File: config.mk
export PLATFORM = sky130hd
export DESIGN_NAME = ddr_dqs_dir_seq
export DESIGN_NICKNAME = d
export VERILOG_FILES = /design/src/rtl/ddr_dir_pkg.sv /design/src/rtl/dqs_cmd_pick.sv /design/src/rtl/dqs_phase_seq.sv /design/src/rtl/dqs_lane_ctl.sv /design/src/rtl/ddr_dqs_dir_seq.sv
export SDC_FILE = /design/constraint.sdc
export NUM_CORES = 1
export LEC_CHECK = 0
export BUFFER_PORTS_ARGS = -buffer_cell sky130_fd_sc_hd__buf_2
export CAP_MARGIN = 20
export CORE_MARGIN = 5
export CORE_UTILIZATION = 41
export DETAILED_ROUTE_END_ITERATION = 6
export PLACE_DENSITY = 0.84
export SLEW_MARGIN = 20
export SYNTH_ARGS = -nofsm -noshare
export SYNTH_HDL_FRONTEND = slang
export SYNTH_SLANG_ARGS = --single-unit
export TNS_END_PERCENT = 10
File: constraint.sdc
create_clock -name clk -period 7.6 [get_ports clk]
set_clock_uncertainty 0.05 [all_clocks]
set_input_delay 0.38 -clock clk [delete_from_list [all_inputs] [get_ports clk]]
set_output_delay 0.38 -clock clk [all_outputs]
set_load 0.005 [all_outputs]
File: src/rtl/ddr_dir_pkg.sv
package ddr_dir_pkg;

    typedef enum logic [2:0] {
        PH_IDLE     = 3'd0,
        PH_WR_PRE   = 3'd1,
        PH_WR_BURST = 3'd2,
        PH_RD_WAIT  = 3'd3,
        PH_RD_WIN   = 3'd4
    } phase_e;

    typedef enum logic [1:0] {
        CMD_NONE = 2'd0,
        CMD_RD   = 2'd1,
        CMD_WR   = 2'd2
    } cmd_e;

    typedef struct packed {
        logic drive_data;
        logic drive_strobe;
        logic toggle;
    } lane_ctl_t;

    localparam int unsigned MIN_CL = 2;

    function automatic int unsigned eff_latency(input int unsigned raw);
        return (raw < MIN_CL) ? MIN_CL : raw;
    endfunction

    function automatic lane_ctl_t decode_phase(input phase_e ph);
        lane_ctl_t c;
        c = '{drive_data: 1'b0, drive_strobe: 1'b1, toggle: 1'b0};
        case (ph)
            PH_WR_BURST: c = '{drive_data: 1'b1, drive_strobe: 1'b1, toggle: 1'b1};
            PH_RD_WIN:   c = '{drive_data: 1'b0, drive_strobe: 1'b0, toggle: 1'b0};
            default:     c = '{drive_data: 1'b0, drive_strobe: 1'b1, toggle: 1'b0};
        endcase
        return c;
    endfunction

endpackage

File: src/rtl/dqs_cmd_pick.sv
module dqs_cmd_pick
    import ddr_dir_pkg::*;
(
    input  logic rd_req,
    input  logic wr_req,
    input  logic seq_busy,
    output cmd_e cmd
);
    always_comb begin
        cmd = CMD_NONE;
        if (!seq_busy) begin
            if (rd_req)      cmd = CMD_RD;
            else if (wr_req) cmd = CMD_WR;
        end
    end
endmodule

File: src/rtl/dqs_phase_seq.sv
module dqs_phase_seq
    import ddr_dir_pkg::*;
#(
    parameter int unsigned CL_W  = 3,
    parameter int unsigned BEATS = 4,
    localparam int unsigned CL_MAX = (1 << CL_W) - 1,
    localparam int unsigned SPAN   = (CL_MAX > BEATS) ? CL_MAX : BEATS,
    localparam int unsigned CNT_W  = $clog2(SPAN + 1)
) (
    input  logic            clk,
    input  logic            rst,
    input  cmd_e            cmd,
    input  logic [CL_W-1:0] cas_lat,
    output phase_e          phase,
    output logic            seq_busy
);
    phase_e           ph_q, ph_d;
    logic [CNT_W-1:0] cnt_q, cnt_d;
    int unsigned      lat;

    localparam logic [CNT_W-1:0] BURST_LAST = CNT_W'(BEATS - 1);

    always_comb begin
        lat   = eff_latency(int'(cas_lat));
        ph_d  = ph_q;
        cnt_d = cnt_q;
        case (ph_q)
            PH_IDLE: begin
                if (cmd == CMD_RD) begin
                    ph_d  = PH_RD_WAIT;
                    cnt_d = CNT_W'(lat - 1);
                end else if (cmd == CMD_WR) begin
                    ph_d  = PH_WR_PRE;
                    cnt_d = '0;
                end
            end
            PH_WR_PRE: begin
                ph_d  = PH_WR_BURST;
                cnt_d = BURST_LAST;
            end
            PH_WR_BURST: begin
                if (cnt_q == '0) ph_d = PH_IDLE;
                else             cnt_d = cnt_q - 1'b1;
            end
            PH_RD_WAIT: begin
                if (cnt_q == '0) begin
                    ph_d  = PH_RD_WIN;
                    cnt_d = BURST_LAST;
                end else begin
                    cnt_d = cnt_q - 1'b1;
                end
            end
            PH_RD_WIN: begin
                if (cnt_q == '0) ph_d = PH_IDLE;
                else             cnt_d = cnt_q - 1'b1;
            end
            default: begin
                ph_d  = PH_IDLE;
                cnt_d = '0;
            end
        endcase
    end

    always_ff @(posedge clk) begin
        if (rst) begin
            ph_q  <= PH_IDLE;
            cnt_q <= '0;
        end else begin
            ph_q  <= ph_d;
            cnt_q <= cnt_d;
        end
    end

    assign phase    = ph_q;
    assign seq_busy = (ph_q != PH_IDLE);
endmodule

File: src/rtl/dqs_lane_ctl.sv
module dqs_lane_ctl
    import ddr_dir_pkg::*;
#(
    parameter int unsigned PINS = 8
) (
    input  lane_ctl_t        ctl,
    input  logic             half_rise,
    output logic [PINS-1:0]  pin_oe,
    output logic             strobe_oe,
    output logic             strobe_lvl
);
    assign pin_oe     = {PINS{ctl.drive_data}};
    assign strobe_oe  = ctl.drive_strobe;
    assign strobe_lvl = ctl.toggle & half_rise;
endmodule

File: src/rtl/ddr_dqs_dir_seq.sv
module ddr_dqs_dir_seq
    import ddr_dir_pkg::*;
#(
    parameter int unsigned LANES     = 9,
    parameter int unsigned LANE_PINS = 8,
    parameter int unsigned BURST_LEN = 8,
    parameter int unsigned CL_W      = 3,
    localparam int unsigned PIN_W    = LANES * LANE_PINS,
    localparam int unsigned BEATS    = BURST_LEN / 2
) (
    input  logic              clk,
    input  logic              rst,
    input  logic              rd_issue,
    input  logic              wr_issue,
    input  logic [CL_W-1:0]   cas_lat,
    input  logic              half_rise,
    output logic [PIN_W-1:0]  dq_oe,
    output logic [LANES-1:0]  dqs_oe,
    output logic [LANES-1:0]  dqs_out,
    output logic              rd_capture,
    output logic              busy
);
    cmd_e      cmd;
    phase_e    phase;
    logic      seq_busy;
    lane_ctl_t ctl;

    dqs_cmd_pick u_pick (
        .rd_req   (rd_issue),
        .wr_req   (wr_issue),
        .seq_busy (seq_busy),
        .cmd      (cmd)
    );

    dqs_phase_seq #(.CL_W(CL_W), .BEATS(BEATS)) u_seq (
        .clk      (clk),
        .rst      (rst),
        .cmd      (cmd),
        .cas_lat  (cas_lat),
        .phase    (phase),
        .seq_busy (seq_busy)
    );

    assign ctl = decode_phase(phase);

    for (genvar g = 0; g < LANES; g++) begin : g_lane
        dqs_lane_ctl #(.PINS(LANE_PINS)) u_lane (
            .ctl        (ctl),
            .half_rise  (half_rise),
            .pin_oe     (dq_oe[g*LANE_PINS +: LANE_PINS]),
            .strobe_oe  (dqs_oe[g]),
            .strobe_lvl (dqs_out[g])
        );
    end

    assign rd_capture = (phase == PH_RD_WIN);
    assign busy       = seq_busy;
endmodule

== After elaboration in Yosys (flattened, before gate mapping) ==
Cells that the tools add are included.
Cells by class
  add/subtract/negate cells: 2
  $lt $le $gt $ge: 1
  equal/unequal tests: 10
  muxes and demuxes: 15
  bitwise operators: 1
  reductions and logical operators: 6
Operator list (number)
  $mux 3: 9
  $pmux 3 s4: 2
  $eq 3x2->1 const B: 2
  $logic_not 3->1: 2
  $mux 2: 3
  $pmux 3 s2: 1
  $sub 3x1->3 const B: 2
  $ne 2x1->1 const B: 2
  $eq 3x1->1 const B: 1
  $eq 3x3->1 const B: 1
  $lt 3x2->1 const B: 1
  $ne 3x1->1 const B: 1
  $reduce_and 3->1: 1
  $reduce_bool 3->1: 1
  $eq 2x1->1 const B: 1
  $eq 2x2->1 const B: 1
  $ne 2x2->1 const B: 1
  $reduce_and 2->1: 1
  $reduce_or 2->1: 1
  $and 1x1->1: 1
Word-level totals
  bits in registers: 6
  input port bits: 8
  output and inout bits: 92
  word-level logic and storage cells: 37

== Depth between registers and ports, before layout ==
Gate-level depths: netlist (run 1).
  word-level depth: 7
  depth in mapped cells: 7
  gate-level depth less buffers: 6

== Hierarchy ==
Synthesis (run 1) repeated with hierarchy kept, for this count alone.
Second synthesis, totals
  cells, all modules: 170
  area, all modules: 1292.5 um^2
By module, submodules not included
  dqs_lane_ctl: instances 9, cells each 10, area an instance 73.8 um^2, seq. area each 0.0 um^2
  dqs_phase_seq: instances 1, cells each 75, area an instance 585.6 um^2, seq. area each 120.1 um^2
  ddr_dqs_dir_seq: instances 1, cells each 3, area an instance 23.8 um^2, seq. area each 0.0 um^2
  dqs_cmd_pick: instances 1, cells each 2, area an instance 18.8 um^2, seq. area each 0.0 um^2

== Worst setup path after synthesis (run 1) ==
OpenSTA, ideal clock, no wires.
  path kind: reg2out
  start point: register u_seq.ph_q[1], in the netlist u_seq.phase[1]
  end point: output port dqs_out[0]
  arrival time: 3525 ps
  required time: 7170 ps
  path slack: 3645 ps
  cell stages (with the launch flop): 6
  path buffers: 2
  cells stage by stage: dfxtp_1 -> buf_2 -> inv_1 -> nor2_1 -> and2_1 -> buf_4
On the way
  longest elaborated chain between the ends: 3
  elaborated cells on any way between the ends: 4
  those cells by class: 2 x eq/ne; 1 x mux; 1 x bitwise
Ends and longest elaborated chain
  start: declaration: line dqs_phase_seq.sv:17  | phase_e ph_q, ph_d;
  start signal: assignment: line dqs_phase_seq.sv:69  | ph_q <= ph_d;
  $eq 3x3->1 / $eq 3x2->1 (equally long branches): line ddr_dir_pkg.sv:32  | case (ph)
  $pmux 3 s2 *: line ddr_dir_pkg.sv:32
  $and 1x1->1 *: line dqs_lane_ctl.sv:14  | assign strobe_lvl = ctl.toggle & half_rise;
  end: declaration: line ddr_dqs_dir_seq.sv:19  | output logic [LANES-1:0] dqs_out,
Mark *: on every way between the ends. The rest lies on a longest branch, timed or not.

== Worst setup path after layout (run 1) ==
  start point: register u_seq.ph_q[1], in the netlist u_seq.phase[1]
  end point: output port dqs_out[7]
The elaborated chain is that of the path after synthesis.

==> results of run 1 <==
==> worst register-to-register path: stages, from the launching register on <==
cell,delay (ps)
dfxtp_1,400
or2_1,310
or4_4,470
nand4b_1,180
o32ai_1,110
==> logic make-up (layout without fill, tap and decap cells) <==
group                      Yosys count  count (layout)  synth area share
buffers and inverters               98             110            0.6161
and+or+nand+nor                     23              23            0.1200
AOI/OAI and AO/OA                   18              18            0.1112
DFF                                  6               6            0.1047
adders and majority gates            3               3           0.03272
xor gates and xnor gates             2               2           0.01527
==> cell usage after synthesis (all sizes together) <==
cell     number  area share
o2bb2ai       2       0.015
or3           1      0.0055
a2111oi       1      0.0076
nor2          4       0.013
and2          1      0.0055
xnor2         2       0.015
nand3         1      0.0044
nand4b        1      0.0076
or2           1      0.0055
a31oi         1      0.0055
inv           7       0.023
nor2b         3       0.016
dfxtp         6        0.10
a21oi         3       0.016
or4           1      0.0098
o22ai         1      0.0055
nand2b        4       0.022
o21ai         3       0.013
ha            3       0.033
buf          91        0.59
a211oi        5       0.033
o32ai         2       0.015
nor3          6       0.031
==> flip-flops by register name (all words and copies together) (netlist names) <==
name         cells
u_seq.cnt_q      3
u_seq.phase      3
==> path summary, 6_finish.rpt <==
| path | to | depth (start not counted) |
|---|---|---|
| worst max-delay path | dqs_out[7] | 5 |
| worst min-delay path | u_seq.phase[2] | 2 |
| worst max register to register | u_seq.cnt_q[2] | 4 |
| worst min register to register | u_seq.cnt_q[1] | 1 |
==> cell type report <==
type	instances	area [µm²]
timing repair buffer	100	515.5
clock buffer	3	22.52
tap	31	38.79
sequential	6	120.1
fill	281	1659
multi-input combinational	46	327.8
inverter	7	26.28
==> per-layer routing <==
layer	up-vias	routed length, µm	global-route usage	share of wire
li1	431	-	-	-
met1	344	691	0.09042	0.31
met2	72	1129	0.1897	0.51
met3	4	356	0.07374	0.16
met4	0	19	0.04244	0.0086
met5	-	0	0	0
==> metrics by stage <==
step,hold WS (ps),utilization,total power [mW],worst slack [ps],std cells
floorplan,382.3,-,0.4273,3645,150
global placement,407.9,0.3721,0.3639,5273,189
detailed placement,406.3,0.3721,0.3683,5144,189
CTS,329.2,0.3804,0.3980,4875,192
global route,339.8,0.3878,0.4448,5018,193
finish,334.8,0.3878,0.3989,5268,193
==> power breakdown <==
part	leakage, nW	internal [mW]	switching, mW
sequential	0.0496	0.0430	0.0148
combinational	0.575	0.150	0.163
clock	0.0138	0.0178	0.0105
==> results.md, run 1 <==
- First-pass GRT wire length: 3.560 mm
- Tmin final: 2332 ps
- Row count: 19
- Commonest non-fill, non-tap cell in the layout: buf_2
- Final Hold Vio Count: 0
- Largest net degree at the start of global routing: 74
- Syn Inst Count: 150
- Worst-Margin Slew: 317.4 ps
- Status: completed
- Clk buf depth: 2
- First-pass iteration count of the detailed router: 4
- Final #Nets: 175
- Average wire per standard cell: 11.38 µm
- Initial antenna violation count: 0
- Clock-pin slew of the registers on the worst-case setup and hold paths: 40 ps
- Antenna Nets Post-Route: 0
- Final setup viols: 0
- Core area: 2710 µm²
- # diodes: 0
- Sequential share of the synthesized area: 0.1047
- Hold_buf cts: 0
- CTS Buf Count: 3
- GRT Total Usage: 0.1065
- Die extent in x: 62.90 µm
- CP Buf/Inv Count: 3
- DRC Markers: 0
- Area growth syn-to-layout: -8.397%
- Clock sink count: 6
- Max VDD drop: 0.1786 mV
- Die height: 62.90 µm
- Period utilisation layout: 0.3069
- Synthesized area: 1147 µm²
- Leak: 0.6382 nW
- CTS H-tree lvls: 1
- Layout cells sized above 1: 0.6728
- Kind of critical path: reg2out
- Leading cell types in the layout, fill and taps excluded: buf_2 (99), dfxtp_1 (6), inv_1 (5), a211oi_1 (5), nor3_1 (5)
- Post-DP Area: 1008 µm²
- Pwr Density: 379.5 nW/µm²
- Hpwl dp: 1.853 mm
- CP max stage delay: 510 ps
- DR vias: 851
- Crit Path Max Fanout: 61
- Ports: 100
- CP Launch Type: flip-flop
- Setup crit start: u_seq.phase[1]
- Critical Path AT: 1900 ps
- Initial drt markers: 15
- Effective utilization at floorplan: 0.4234
- Max_slew headroom: 0.7829
- Syn_area_per_cell: 7.649 µm²
- Mapped Nets: 161
- RSZ-0062 raised after global routing: no
- Post_cts resized: 0
- Cell Chain, Critical Path: inv_1, nor2_4, buf_12, and2_1, buf_2
- Final Instance Area: 1051 µm²
- Req. time, crit path: 7170 ps
- R2r startpoint: u_seq.phase[2]
- Setup TNS: 0 ps
- Hold Startpoint: rst
- Total Wirelength: 2.197 mm
- Max Freq: 428.8 MHz
- Max Slew Vio Count: 0
- FF+latch count, synth: 6
- PortBufs: 99
- Grt ovf: 0
- Worst Hold Class: in2reg
- Post-CTS Setup Bufs: 0
- Syn. warnings: 0
- CTS tree: yes
- CP delay by family, top: buffers and inverters
- Synth unique cells: 27
- Vias in the first global route: 719
- Clock latency on the worst-skew pair: 240 ps
- Number of max-cap violations: 0
- CP max-delay cell: dfxtp_1
- Critical Path End Type: output pin
- Die area: 3956 µm²
- CTS root buffer: clkbuf_4
- Routability Congestion: 0.9694
- Slack of the worst reg-to-reg path: 5960 ps
- Vias per cell: 4.409
Power figures use the tool's default switching activity.
==> run 2: changes to the inputs <==
--- a/config.mk
+++ b/config.mk
@@ -8,9 +8,9 @@
 export BUFFER_PORTS_ARGS = -buffer_cell sky130_fd_sc_hd__buf_2
 export CAP_MARGIN = 20
 export CORE_MARGIN = 5
-export CORE_UTILIZATION = 41
+export CORE_UTILIZATION = 35
 export DETAILED_ROUTE_END_ITERATION = 6
-export PLACE_DENSITY = 0.84
+export PLACE_DENSITY = 0.76
 export SLEW_MARGIN = 20
 export SYNTH_ARGS = -nofsm -noshare
 export SYNTH_HDL_FRONTEND = slang
==> constraint.sdc (replaced) <==
create_clock -name clk -period 2.08 [get_ports clk]
set_clock_uncertainty 0.05 [all_clocks]
set_input_delay 0.104 -clock clk [delete_from_list [all_inputs] [get_ports clk]]
set_output_delay 0.104 -clock clk [all_outputs]
set_load 0.005 [all_outputs]
==> run 2 against run 1 <==
Compared with the run above:
- final cell count up 6.7%
- register-to-register slack worse by 5500 ps
- clock power rose to 3.9 times the previous value
- utilization down 4.3 points
- global-route usage down 2.3 points
- non-clock buffer count unchanged
- power rose to 3.7 times the previous value
- combinational power rose to 3.6 times the previous value
- cell area up 1.8%
- sequential cell count unchanged
- sequential share of layout area down 0.20 points
- largest power group unchanged
- highest routed layer unchanged
==> results.md, run 2 (synthesis results as in run 1) <==
- Clock sink count: 6 (unchanged)
- Max VDD drop: 0.4935 mV (was 0.1786 mV)
- Clock latency on the worst-skew pair: 250 ps (was 240 ps)
- Largest net degree at the start of global routing: 74 (unchanged)
- Max Freq: 547.2 MHz
- Crit Path Max Fanout: 73 (was 61)
- Req. time, crit path: 1930 ps (was 7170 ps)
- Die extent in x: 67.26 µm (was 62.90 µm)
- Max_slew headroom: 0.7719 (was 0.7829)
- Leak: 0.6405 nW (was 0.6382 nW)
- PortBufs: 99 (unchanged)
- DR vias: 861 (was 851)
- Pre-CTS setup slack: 491.6 ps (was 5144 ps)
- GRT Total Usage: 0.08351 (was 0.1065)
- FF/Latch Area: 120.1 µm² (unchanged)
- Max Slew Vio Count: 0 (unchanged)
- DRC Markers: 0 (unchanged)
- Final Hold Vio Count: 0 (unchanged)
- Core area: 3103 µm² (was 2710 µm²)
- Final #Nets: 175 (unchanged)
- Average wire per standard cell: 10.66 µm (was 11.38 µm)
- CTS H-tree lvls: 1 (unchanged)
- Leading cell types in the layout, fill and taps excluded: buf_2 (99), dfxtp_1 (6), inv_1 (5), a211oi_1 (5), nor3_1 (5) (unchanged)
- Logic gate share of total power: 0.780 (was 0.784)
- Worst Hold Class: in2reg (unchanged)
- Vias in the first global route: 669 (was 719)
- CTS tree: yes (unchanged)
- Ports: 100 (unchanged)
- Net Sw Frac: 0.4703 (was 0.4711)
- First-pass GRT wire length: 3.008 mm (was 3.560 mm)
- Antenna Nets Post-Route: 0 (unchanged)
- Critical Path AT: 1670 ps (was 1900 ps)
- Total Wirelength: 2.196 mm (was 2.197 mm)
- Multi-input gate area: 330.3 µm² (was 327.8 µm²)
- Row count: 20 (was 19)
- Worst-Margin Slew: 333.5 ps (was 317.4 ps)
- Worst Setup Slack, final: 252.6 ps (was 5268 ps)
- Critical Path End Type: output pin (unchanged)
- Tmin final: 1827 ps
- Final Util: 0.3448 (was 0.3878)
- Vias per cell: 4.180 (was 4.409)
- First-pass iteration count of the detailed router: 4 (unchanged)
- CTS Buf Count: 3 (unchanged)
- Die height: 67.26 µm (was 62.90 µm)
- Initial antenna violation count: 0 (unchanged)
- Kind of critical path: reg2out (unchanged)
- Post_cts resized: 0 (unchanged)
- Setup TNS: 0 ps (unchanged)
- Layout cells sized above 1: 0.6790 (was 0.6728)
- Layout Cells excl Fill: 206 (was 193)
- Number of max-cap violations: 0 (unchanged)
- Effective utilization at floorplan: 0.3698 (was 0.4234)
- # diodes: 0 (unchanged)
- Psw: 688.4 µW (was 187.9 µW)
- Final setup viols: 0 (unchanged)
- Hpwl dp: 1.861 mm (was 1.853 mm)
- Hold_buf cts: 0 (unchanged)
- Grt ovf: 0 (unchanged)
- Routability Congestion: 0.8741 (was 0.9694)
- Commonest non-fill, non-tap cell in the layout: buf_2 (unchanged)
- Period utilisation layout: 0.8785
- Sequential power share: 0.146 (was 0.145)
- Status: completed (unchanged)
- CP Launch Type: flip-flop (unchanged)
- Area growth syn-to-layout: -6.761% (was -8.397%)
- Placed insts: 203 (was 189)
- Initial drt markers: 37 (was 15)
- Clk buf depth: 2 (unchanged)
- Die area: 4523 µm² (was 3956 µm²)
- Clk pwr share: 0.074 (was 0.071)
- Fillers: 331 (was 281)
- RSZ-0062 raised after global routing: no (unchanged)
- Internal power: 775.4 µW (was 211.0 µW)
- Pwr Density: 1368 nW/µm² (was 379.5 nW/µm²)
- Clock-pin slew of the registers on the worst-case setup and hold paths: 50 ps (was 40 ps)
- CTS root buffer: clkbuf_4 (unchanged)
- Post-CTS Setup Bufs: 0 (unchanged)
-- run 2: cell counts in the layout (fill, tap and decap cells not counted) --
Identical to the previous run, type by type.
-- run 2: worst max-delay path, stage by stage, from the launching register on --
cell	delay, ps
dfxtp_1	520
inv_1	210
nor2_4	140
buf_12	220
and2_4	210
buf_2	110
-- run 2: power by group through the flow --
| stage | clock [mW] | combinational, mW | sequential, mW |
|---|---|---|---|
| 6_report | 0.109 | 1.14 | 0.214 |
| 2_1_floorplan | 0 | 1.31 | 0.183 |
| 3_3_place_gp | 0 | 1.15 | 0.213 |
| 5_1_grt | 0.125 | 1.26 | 0.224 |
| 3_5_place_dp | 0 | 1.16 | 0.214 |
| 4_1_cts | 0.114 | 1.16 | 0.211 |
-- run 2: layout make-up --
cell class / count / share of cell area
multi-input cells: 46 / 0.3088
repair buffers: 100 / 0.4819
inverters: 7 / 0.02456
clock buffers: 3 / 0.02105
flip-flops and latches: 6 / 0.1123
well taps: 44 / 0.05146
-- run 2: routing by layer --
metal  vias up  share of wire  track usage
met5         -              0            0
met4         0          0.013      0.05063
met3         3           0.17      0.02329
met2        77           0.46       0.1423
met1       355           0.36      0.09136
li1        426              -            -
-- run 2: stage by stage --
stage / hold slack (ps) / total power, mW / cell area (µm²)
5_1_grt: 61.48 / 1.611 / 1070
6_report: 59.45 / 1.464 / 1070
2_1_floorplan: 126.4 / 1.494 / 1157
3_3_place_gp: 312.8 / 1.363 / 1047
3_5_place_dp: 313.8 / 1.372 / 1047
4_1_cts: 42.17 / 1.489 / 1070
-- run 2: worst paths after layout --
kind	slack (ps)	startpoint	endpoint	cells after the start
max	250	u_seq.phase[1]	dqs_out[5]	5
max reg2reg	490	u_seq.phase[2]	u_seq.cnt_q[2]	6
min reg2reg	410	u_seq.cnt_q[1]	u_seq.cnt_q[1]	1
min	60	rst	u_seq.phase[0]	2
